**config.mk**
```make
export PLATFORM = sky130hd
export DESIGN_NAME = placement_shifter
export DESIGN_NICKNAME = d
export VERILOG_FILES = /design/src/rtl/plsh_pkg.sv /design/src/rtl/plsh_ctrl.sv /design/src/rtl/plsh_placer.sv /design/src/rtl/plsh_datapath.sv /design/src/rtl/placement_shifter.sv
export SDC_FILE = /design/constraint.sdc
export NUM_CORES = 1
export LEC_CHECK = 0
export BUFFER_PORTS_ARGS = -buffer_cell sky130_fd_sc_hd__buf_4
export CAP_MARGIN = 20
export CORE_UTILIZATION = 50
export DETAILED_ROUTE_END_ITERATION = 12
export GPL_TIMING_DRIVEN = 0
export PLACE_DENSITY = 0.83
export SYNTH_ARGS = -nofsm -noshare
export SYNTH_HDL_FRONTEND = slang
export SYNTH_SLANG_ARGS = --single-unit
```
**constraint.sdc**
```tcl
create_clock -name clk -period 1.1 [get_ports clk]
set_clock_uncertainty 0.1 [all_clocks]
set_input_delay 0.11 -clock clk [delete_from_list [all_inputs] [get_ports clk]]
set_output_delay 0.11 -clock clk [all_outputs]
set_load 0.05 [all_outputs]
```
**src/rtl/plsh_pkg.sv**
```systemverilog
package plsh_pkg;

  // Strobes from control to datapath
  typedef struct packed {
    logic capture;  // write a placed word into the result register
    logic merge;    // OR with the current result instead of overwrite
    logic wrLo;     // half write of the low 16 bits
    logic wrHi;     // half write of the high 16 bits
  } plsh_ctrl_t;

endpackage

```
**src/rtl/plsh_ctrl.sv**
```systemverilog
module plsh_ctrl
  import plsh_pkg::*;
(
  input  logic       clk,
  input  logic       rstN,
  input  logic       opValid,
  input  logic       orMode,
  input  logic       loadLo,
  input  logic       loadHi,
  output plsh_ctrl_t ctrl
);

  // A shift owns the register for its cycle; half loads yield to it.
  always_comb begin
    ctrl.capture = opValid;
    ctrl.merge   = opValid & orMode;
    ctrl.wrLo    = loadLo & ~opValid;
    ctrl.wrHi    = loadHi & ~opValid;
  end

  AST_SHIFT_BEATS_LOAD: assert property (@(posedge clk) disable iff (!rstN)
    opValid |-> !(ctrl.wrLo || ctrl.wrHi));

  AST_LOAD_PASSES: assert property (@(posedge clk) disable iff (!rstN)
    (!opValid && loadLo) |-> ctrl.wrLo);

endmodule

```
**src/rtl/plsh_placer.sv**
```systemverilog
module plsh_placer #(
  parameter int IN_W   = 16,
  parameter int CODE_W = 8
) (
  input  logic [IN_W-1:0]   operand,
  input  logic [CODE_W-1:0] code,
  input  logic              refHigh,
  input  logic              arith,
  output logic [2*IN_W-1:0] placed
);

  localparam int OUT_W = 2 * IN_W;
  localparam int EXT_W = OUT_W + IN_W;
  localparam int AMT_W = CODE_W + 2;

  logic [AMT_W-1:0]        amount;
  logic [AMT_W-1:0]        rightAmt;
  logic                    fillBit;
  logic signed [EXT_W-1:0] extended;
  logic [EXT_W-1:0]        wide;

  // Effective placement: signed code plus the reference offset.
  assign amount   = {{2{code[CODE_W-1]}}, code} + (refHigh ? AMT_W'(IN_W) : '0);
  assign rightAmt = AMT_W'(0) - amount;
  assign fillBit  = arith & operand[IN_W-1];
  assign extended = {{OUT_W{fillBit}}, operand};

  // Left placements drop bits past the top; right placements keep the fill.
  always_comb begin
    if (!amount[AMT_W-1]) wide = extended << amount;
    else                  wide = extended >>> rightAmt;
  end

  assign placed = wide[OUT_W-1:0];

endmodule

```
**src/rtl/plsh_datapath.sv**
```systemverilog
module plsh_datapath
  import plsh_pkg::*;
#(
  parameter int IN_W   = 16,
  parameter int CODE_W = 8
) (
  input  logic              clk,
  input  logic              rstN,
  input  plsh_ctrl_t        ctrl,
  input  logic [IN_W-1:0]   opData,
  input  logic [CODE_W-1:0] shiftCode,
  input  logic              refHigh,
  input  logic              arithMode,
  input  logic [IN_W-1:0]   loadData,
  output logic [2*IN_W-1:0] result
);

  localparam int OUT_W = 2 * IN_W;

  logic [OUT_W-1:0] placed;

  plsh_placer #(.IN_W(IN_W), .CODE_W(CODE_W)) u_placer (
    .operand (opData),
    .code    (shiftCode),
    .refHigh (refHigh),
    .arith   (arithMode),
    .placed  (placed)
  );

  always_ff @(posedge clk or negedge rstN) begin
    if (!rstN) begin
      result <= '0;
    end else if (ctrl.capture) begin
      result <= ctrl.merge ? (placed | result) : placed;
    end else begin
      if (ctrl.wrLo) result[IN_W-1:0]     <= loadData;
      if (ctrl.wrHi) result[OUT_W-1:IN_W] <= loadData;
    end
  end

  AST_PASS_WRITE: assert property (@(posedge clk) disable iff (!rstN)
    (ctrl.capture && !ctrl.merge) |=> result == $past(placed));

  AST_OR_WRITE: assert property (@(posedge clk) disable iff (!rstN)
    (ctrl.capture && ctrl.merge) |=> result == ($past(placed) | $past(result)));

  AST_IDLE_HOLD: assert property (@(posedge clk) disable iff (!rstN)
    (!ctrl.capture && !ctrl.wrLo && !ctrl.wrHi) |=> $stable(result));

  AST_LOW_HALF_ONLY: assert property (@(posedge clk) disable iff (!rstN)
    (ctrl.wrLo && !ctrl.wrHi && !ctrl.capture) |=>
      (result[IN_W-1:0] == $past(loadData)) && $stable(result[OUT_W-1:IN_W]));

  AST_HI_ZERO_PLACE: assert property (@(posedge clk) disable iff (!rstN)
    (ctrl.capture && !ctrl.merge && refHigh && shiftCode == '0) |=>
      (result[OUT_W-1:IN_W] == $past(opData)) && (result[IN_W-1:0] == '0));

endmodule

```
**src/rtl/placement_shifter.sv**
```systemverilog
module placement_shifter
  import plsh_pkg::*;
#(
  parameter int IN_W   = 16,
  parameter int CODE_W = 8
) (
  input  logic              clk,
  input  logic              rstN,
  input  logic              opValid,
  input  logic [IN_W-1:0]   opData,
  input  logic [CODE_W-1:0] shiftCode,
  input  logic              refHigh,
  input  logic              arithMode,
  input  logic              orMode,
  input  logic              loadLo,
  input  logic              loadHi,
  input  logic [IN_W-1:0]   loadData,
  output logic [IN_W-1:0]   resLo,
  output logic [IN_W-1:0]   resHi
);

  localparam int OUT_W = 2 * IN_W;

  plsh_ctrl_t       ctrl;
  logic [OUT_W-1:0] result;

  plsh_ctrl u_ctrl (
    .clk     (clk),
    .rstN    (rstN),
    .opValid (opValid),
    .orMode  (orMode),
    .loadLo  (loadLo),
    .loadHi  (loadHi),
    .ctrl    (ctrl)
  );

  plsh_datapath #(.IN_W(IN_W), .CODE_W(CODE_W)) u_datapath (
    .clk       (clk),
    .rstN      (rstN),
    .ctrl      (ctrl),
    .opData    (opData),
    .shiftCode (shiftCode),
    .refHigh   (refHigh),
    .arithMode (arithMode),
    .loadData  (loadData),
    .result    (result)
  );

  assign resLo = result[IN_W-1:0];
  assign resHi = result[OUT_W-1:IN_W];

  AST_RESET_CLEAR: assert property (@(posedge clk)
    !rstN |-> (resLo == '0 && resHi == '0));

endmodule

```
==> results of run 1 <==
## worst max-delay path: stages
cell,delay [ns]
buf_8,0.10
or4_4,0.54
or3_4,0.37
o31a_1,0.34
a21o_1,0.20
buf_6,0.14
buf_8,0.13
buf_6,0.11
o211ai_1,0.36
a22oi_1,0.13
## cells in the final DEF (no fill, tap or decap), types with 12 or more instances in the layout
cell      netlist  final
a21oi_1        50     34
a31oi_1        17     13
buf_4           0     74
buf_6           2     58
clkbuf_1       43     22
clkbuf_2        0     12
dfrtp_1        32     31
mux2_2         25     18
mux2i_1        44     39
mux4_2         13     13
nand2_1        61     52
nand3_1        19     15
nor2_1         51     37
o21ai_0        28     18
## layer usage
| layer | global-route usage (%) | routed length [um] | vias up | share of wire [%] |
|---|---|---|---|---|
| met5 | 0 | 0 | - | 0 |
| met4 | 17.3 | 1190 | 0 | 6.0 |
| met3 | 8.86 | 2500 | 121 | 13 |
| met2 | 64.5 | 8660 | 535 | 44 |
| met1 | 56.6 | 7440 | 2705 | 38 |
| li1 | - | - | 2409 | - |
## layout make-up
type	instances	area (um^2)
Sequential cell	32	802
Clock inverter	2	35.0
Timing Repair Buffer	132	1240
Inverter	8	37.5
Buffer	53	378
Fill cell	536	1700
Tap cell	105	131
Clock buffer	6	72.6
Multi-Input combinational cell	465	3900
## timing repair
action | in CTS | in global routing
hold buffers | 1 | 0
gates cloned | 0 | 0
hold endpoints to repair | 32 | 0
gates resized for setup | 87 | 96
pin swaps | 27 | 48
setup buffers | 30 | 31
endpoints found under the setup margin | 47 | 60
## how the worst max path moves through the flow
stage,to,start,slack [ns],cells after the start
after global routing,u_datapath.result[5]$_DFFE_PN0P_,shiftCode[3],-1.50,10
after floorplan,u_datapath.result[5]$_DFFE_PN0P_,shiftCode[0],-1.40,10
after global placement,u_datapath.result[9]$_DFFE_PN0P_,shiftCode[0],-1.72,10
final,u_datapath.result[9]$_DFFE_PN0P_,shiftCode[3],-1.43,10
after CTS,u_datapath.result[4]$_DFFE_PN0P_,shiftCode[2],-1.35,11
after detailed placement,u_datapath.result[9]$_DFFE_PN0P_,shiftCode[0],-1.69,10
## report_power, final
part	switching, mW	internal (mW)	total, mW
Clock	0.476	0.673	1.15
Combinational	2.24	1.52	3.76
Sequential	0.177	1.33	1.51
## cell families (layout without fill, tap and decap cells)
kind of cell | count (synthesis) | in the layout | synth area share, %
AO/OA/AOI/OAI | 185 | 185 | 28.7
flip-flops | 32 | 32 | 18.6
adder cells (fa/ha/maj) | 3 | 3 | 0.870
multiplexers | 84 | 84 | 24.5
buffers and inverters | 62 | 201 | 6.12
XOR/XNOR | 5 | 5 | 1.02
AND/OR/NAND/NOR | 188 | 188 | 20.2
## per-stage QoR
| step | instance area (um^2) | setup WS (ns) | std cells | setup TNS [ns] | util, % |
|---|---|---|---|---|---|
| 2_1_floorplan | 4620 | -1.40 | 559 | -30.53 | - |
| 3_3_place_gp | 5290 | -1.72 | 736 | -43.45 | 63.7 |
| 3_5_place_dp | 5290 | -1.69 | 736 | -43.23 | 63.7 |
| 4_1_cts | 5990 | -1.35 | 775 | -30.68 | 72.1 |
| 5_1_grt | 6600 | -1.50 | 803 | -37.31 | 79.5 |
| 6_report | 6600 | -1.43 | 803 | -35.22 | 79.5 |
==> summary.md, run 1 <==
| Metric | Value |
|---|---|
| Status | `complete, but fails checks` |
| Failing checks | `negative setup slack` |
| Diode count | `0` |
| Vias/cell | `7.19` |
| Worst hold-check path type | `in -> reg` |
| Htree depth | `2` |
| FP Rows | `33` |
| Clk_lat worst skew | `0.29 ns` |
| R2r setup slk | `-0.37 ns` |
| Core box area | `8300 um^2` |
| Final Hold Viols | `0` |
| FF-to-FF Start | `u_datapath.result[1]$_DFFE_PN0P_` |
| Period minus WS final | `2.53 ns` |
| Async SR Flop Fraction | `100%` |
| Sequential area share after synthesis | `18.6%` |
| Largest register FFs | `32` |
| Worst r2r dst | `u_datapath.result[1]$_DFFE_PN0P_` |
| DP Wirelength | `13600 um` |
| Synth area leader | `dfrtp_1` |
| Area Overhead vs Synth | `52.9%` |
| Hold path depth | `3` |
| Total grt overflow | `0` |
| Clk buf depth | `2` |
| Maximum VDD drop | `0.592 mV` |
| Leakage | `between 2 and 3 nW` |
| CP Data Required Time | `1.13 ns` |
| Arr. time, crit path | `~2.6 ns` |
| Clock Tree Root | `clkbuf_8` |
| Port buffer count | `72` |
| RSZ-0062 raised after global routing | `yes` |
| Largest net degree at the start of global routing | `33` |
| Top Registers | `u_datapath.result: 32 flops` |
| Antenna Nets Post-Route | `0` |
| Initial Util | `~52%` |
| Worst-Margin Slew | `0.947 ns` |
| Num CTS Buffers | `5` |
| Worst-case hold slack | `0.0322 ns` |
| I/O pin cnt | `80` |
| DRC viols | `0` |
| PwrDens | `972 nW/um^2` |
| Max capacitance violation total | `0` |
| GRT Total Usage | `41.9%` |
| CTS Sinks | `32` |
| Chip height | `94.9 um` |
| Hold Path End | `u_datapath.result[10]$_DFFE_PN0P_` |
| Synth top area cells | `dfrtp_1 (19%), mux2i_1 (10%), mux4_2 (6.8%)` |
| Worst setup SP type | `input pin` |
| Global-route wire length before repair | `roughly 28000 um` |
| Placer Congestion | `~0.98` |
| Post-layout total power | `6.41 mW` |
| Worst Hold Launch | `loadData[10]` |
| EDFF count, synth | `0` |
| DRT Pass-1 Iters | `6` |
| Wire per inst | `between 20 and 25 um` |
| Top FF cell, synth | `dfrtp_1` |
| Max-slew headroom | `36.7%` |
| Final period util | `230%` |
| Layout cell share with drive strength beyond 1 | `45.8%` |
| Initial antenna violation count | `0` |
| CTS tree | `done` |
| Die area | `between 9000 and 10000 um^2` |
| Most frequent cells after synthesis | `nand2_1 (61), nor2_1 (51), a21oi_1 (50)` |
| Die width | `94.9 um` |
| Synth top area share | `between 10% and 20%` |
| FF+latch count, synth | `32` |
| Final wirelength | `19800 um` |
| Post-Synthesis Net Count | `610` |
| Synth warn | `0` |
| Detailed Route Iter0 Violations | `905` |
| Vias in the first global route | `5112` |
| Reg with most FFs | `u_datapath.result` |
| R2R cell count | `5` |
| Synth cell types | `66` |
| WS Path Type | `in -> reg` |
| Mapped Cells | `559` |
| NumNets Final | `748` |
| Clk slew on worst S/H paths | `0.08 ns` |
| Post-Syn Area | `4310 um^2` |
| Final worst slack | `-1.43 ns` |
| CP endpoint kind | `flip-flop` |
| Syn avg cell area | `7.72 um^2` |
| Final Max Tran Viols | `0` |
| Max FO, Critical Path | `7` |
| F_max | `396 MHz` |
| Final setup fails | `39` |
| Top-count cell post-synth | `nand2_1` |
| Vias post-DR | `5770` |
Power figures use the tool's default switching activity.
==> run 2: changes to the inputs <==
ABC_AREA = 1   (was unset)
==> run 2 against run 1 <==
  * The flow still finishes with violations (negative setup slack)
  * Sequential power about the same
  * Critical endpoint is now u_datapath.result[0]$_DFFE_PN0P_
  * Worst hold slack worse by 0.030 ns
  * Cell count up 27%
  * Critical path type unchanged
  * Wire length up 10%
==> summary.md, run 2 <==
| Metric | Value |
|---|---|
| Status | `complete, but fails checks` |
| Failing checks | `negative setup slack` |
| Port buffer count | `77 (+6.9%)` |
| Commonest non-fill, non-tap cell in the layout | `nand2_1` |
| Num CTS Buffers | `5 (unchanged)` |
| Final worst slack | `-1.65 ns (-0.229 ns)` |
| Final Hold Viols | `0 (unchanged)` |
| Max-slew headroom | `44.2% (+7.5 points)` |
| Fin Setup TNS | `-42.21 ns (-6.99 ns)` |
| CP cell instances | `buf_6, ha_4, ha_4, nor2_4, nand3_4, nor2_4, nand2_2, nand2_4, buf_2, nand4_1, nand3_2, nand3_1, nand2_1, nand2_1, nand3_1, nand3_1, nand2_1, nand2_1, nand2_1, nand2_1, nand2_1` |
| Final Max Tran Viols | `0 (unchanged)` |
| Max capacitance violation total | `0 (unchanged)` |
| Die area | `8900 um^2 (-1.2%)` |
| DRT Pass-1 Iters | `8 (+2)` |
| WS Path Type | `in -> reg` |
| FF+latch count, synth | `32 (unchanged)` |
| Final setup fails | `32 (-18%)` |
| Placer Congestion | `0.972 (-1.2%)` |
| Max FO, Critical Path | `5 (-2)` |
| Clock Tree Root | `clkbuf_8` |
| Worst setup SP type | `input pin` |
| Clk_lat worst skew | `0.28 ns (about the same)` |
| Wire per inst | `21.3 um (-14%)` |
| Htree depth | `2 (unchanged)` |
| Antenna Nets Post-Route | `0 (unchanged)` |
| DP Wirelength | `12800 um (-5.8%)` |
| F_max | `363 MHz (-8.3%)` |
| CTS tree | `done` |
| Async SR Flop Fraction | `100% (unchanged)` |
| PwrDens | `942 nW/um^2 (-3.1%)` |
| EDFF count, synth | `0 (unchanged)` |
| Core box area | `8220 um^2 (-1.0%)` |
| I/O pin cnt | `80 (unchanged)` |
| Most frequent cells after synthesis | `nand2_1 (310), nand3_1 (140), o21ai_0 (82)` |
| Die width | `94.3 um (-0.58%)` |
| Maximum VDD drop | `0.959 mV (+62%)` |
| Arr. time, crit path | `2.88 ns (+0.33 ns)` |
| Total grt overflow | `0 (unchanged)` |
| Commonest cells after routing, fill and taps aside | `nand2_1 (245), nand3_1 (84), buf_4 (67)` |
| Worst-Margin Slew | `0.838 ns (-0.109 ns)` |
| Area Overhead vs Synth | `60.0%` |
| Final Util | `83.0% (+3.5 points)` |
| DRC viols | `0 (unchanged)` |
| GRT Total Usage | `40.3% (-1.6 points)` |
| CP endpoint kind | `flip-flop` |
| Vias/cell | `6.48 (-9.8%)` |
| CP Data Required Time | `1.22 ns (+0.09 ns)` |
| Top-count cell post-synth | `nand2_1` |
| FP Rows | `33 (unchanged)` |
| RSZ-0062 raised after global routing | `yes` |
| Worst hold-check path type | `in -> reg` |
| Global-route wire length before repair | `28000 um (-1.5%)` |
| Synth top area share | `27.3% (+8.7 points)` |
| Synth top area cells | `nand2_1 (27%), dfrtp_1 (19%), nand3_1 (16%)` |
| Clk slew on worst S/H paths | `0.07 ns (about the same)` |
| Post-Syn Area | `4260 um^2 (-1.2%)` |
| Synth area leader | `nand2_1` |
| Vias in the first global route | `5595 (+9.4%)` |
| Syn avg cell area | `5.41 um^2 (-30%)` |
| Reg with most FFs | `u_datapath.result` |
| Clk buf depth | `2 (unchanged)` |
| Period minus WS final | `2.75 ns (+0.229 ns)` |
| Post-Synthesis Net Count | `839 (+38%)` |
| Mapped Cells | `788 (+41%)` |
| Detailed Route Iter0 Violations | `747 (-17%)` |
| Top Registers | `u_datapath.result: 32 flops` |
| Layout cell share with drive strength beyond 1 | `39.9% (-6.0 points)` |
| Vias post-DR | `6631 (+15%)` |
| Final period util | `250% (+21 points)` |
| Chip height | `94.3 um (-0.58%)` |
| CP most frequent cell | `nand2_1` |
| Synth warn | `0 (unchanged)` |
| Final wirelength | `21800 um (+10%)` |
| Synth cell types | `39 (-41%)` |
| Diode count | `0 (unchanged)` |
| Sequential area share after synthesis | `18.8% (+0.22 points)` |
| NumNets Final | `968 (+29%)` |
| Initial antenna violation count | `1 (+1)` |
| Slowest-stage cell, CP | `nand4_1` |
| Largest net degree at the start of global routing | `33 (unchanged)` |
| Leakage | `3.26 nW (+20%)` |
| Largest register FFs | `32 (unchanged)` |
| Top FF cell, synth | `dfrtp_1` |
| Max incr delay on CP | `0.40 ns (-0.14 ns)` |
| Initial Util | `51.9% (-0.10 points)` |
| CTS Sinks | `32 (unchanged)` |
run 2: worst max-delay path: cells and delay by family:
family / cells / cell delay, ns
AND/OR/NAND/NOR: 17 / 2.08
adder cells (fa/ha/maj): 2 / 0.41
buffers and inverters: 2 / 0.28
run 2: final cells by class:
cell class	count	area [um^2]
fillers	500	1400
well taps	105	131
flip-flops and latches	32	801
repair buffers	122	1130
multi-input cells	652	4130
clock buffers	8	90.1
inverters	60	245
plain buffers	44	293
run 2: what timing repair did:
| item | in CTS | in global routing |
|---|---|---|
| buffers inserted | 18 | 13 |
| hold buffers | 9 | 0 |
| hold endpoints to repair | 40 | 0 |
| pin swaps | 40 | 66 |
| resized for setup | 147 | 153 |
| endpoints found under the setup margin | 41 | 60 |
| gates cloned | 2 | 3 |
run 2: cells by family (layout without fill, tap and decap cells):
| family | Yosys count | after routing | share of synthesized area (%) |
|---|---|---|---|
| AO/OA/AOI/OAI | 118 | 118 | 15.4 |
| XOR/XNOR | 3 | 3 | 0.793 |
| adder cells (fa/ha/maj) | 3 | 3 | 0.881 |
| buffers and inverters | 104 | 234 | 10.4 |
| flip-flops | 32 | 32 | 18.8 |
| multiplexers | 3 | 3 | 0.704 |
| AND/OR/NAND/NOR | 525 | 525 | 53.0 |
run 2: final timing paths:
path	startpoint	slack [ns]	to	cells after the start
setup / recovery	shiftCode[4]	-1.65	u_datapath.result[0]$_DFFE_PN0P_	21
hold / removal	loadData[7]	0.002	u_datapath.result[23]$_DFFE_PN0P_	3
setup reg to reg	u_datapath.result[30]$_DFFE_PN0P_	-0.07	u_datapath.result[30]$_DFFE_PN0P_	6
hold reg to reg	u_datapath.result[17]$_DFFE_PN0P_	0.45	u_datapath.result[17]$_DFFE_PN0P_	2
max in group asynchronous	rstN	0.38	u_datapath.result[3]$_DFFE_PN0P_	2
min in group asynchronous	rstN	0.20	u_datapath.result[25]$_DFFE_PN0P_	2
run 2: layer usage:
layer  vias up  share of wire [%]  global-route usage [%]
li1       2885                  -                       -
met1      2994                 34                    47.2
met2       579                 46                    70.4
met3       173                 12                    5.72
met4         0                8.1                    22.1
met5         -                  0                       0
run 2: report_power, final:
group	internal [mW]	leakage [nW]	switching, mW
Sequential	1.33	0.407	0.179
Clock	0.510	0.0455	0.440
Combinational	1.38	2.81	2.58
run 2: per-stage QoR:
stage	power [mW]	hold slack (ns)	cell area, um^2	setup WS [ns]	std cells
final	6.43	0.00169	6820	-1.65	1023
after global routing	6.70	0.0138	6820	-1.75	1023
after CTS	5.73	0.000983	6100	-1.19	1007
after detailed placement	4.40	-0.0268	5230	-1.80	970
after global placement	4.36	-0.0297	5230	-1.73	970
after floorplan	3.49	-0.286	4520	-1.09	788
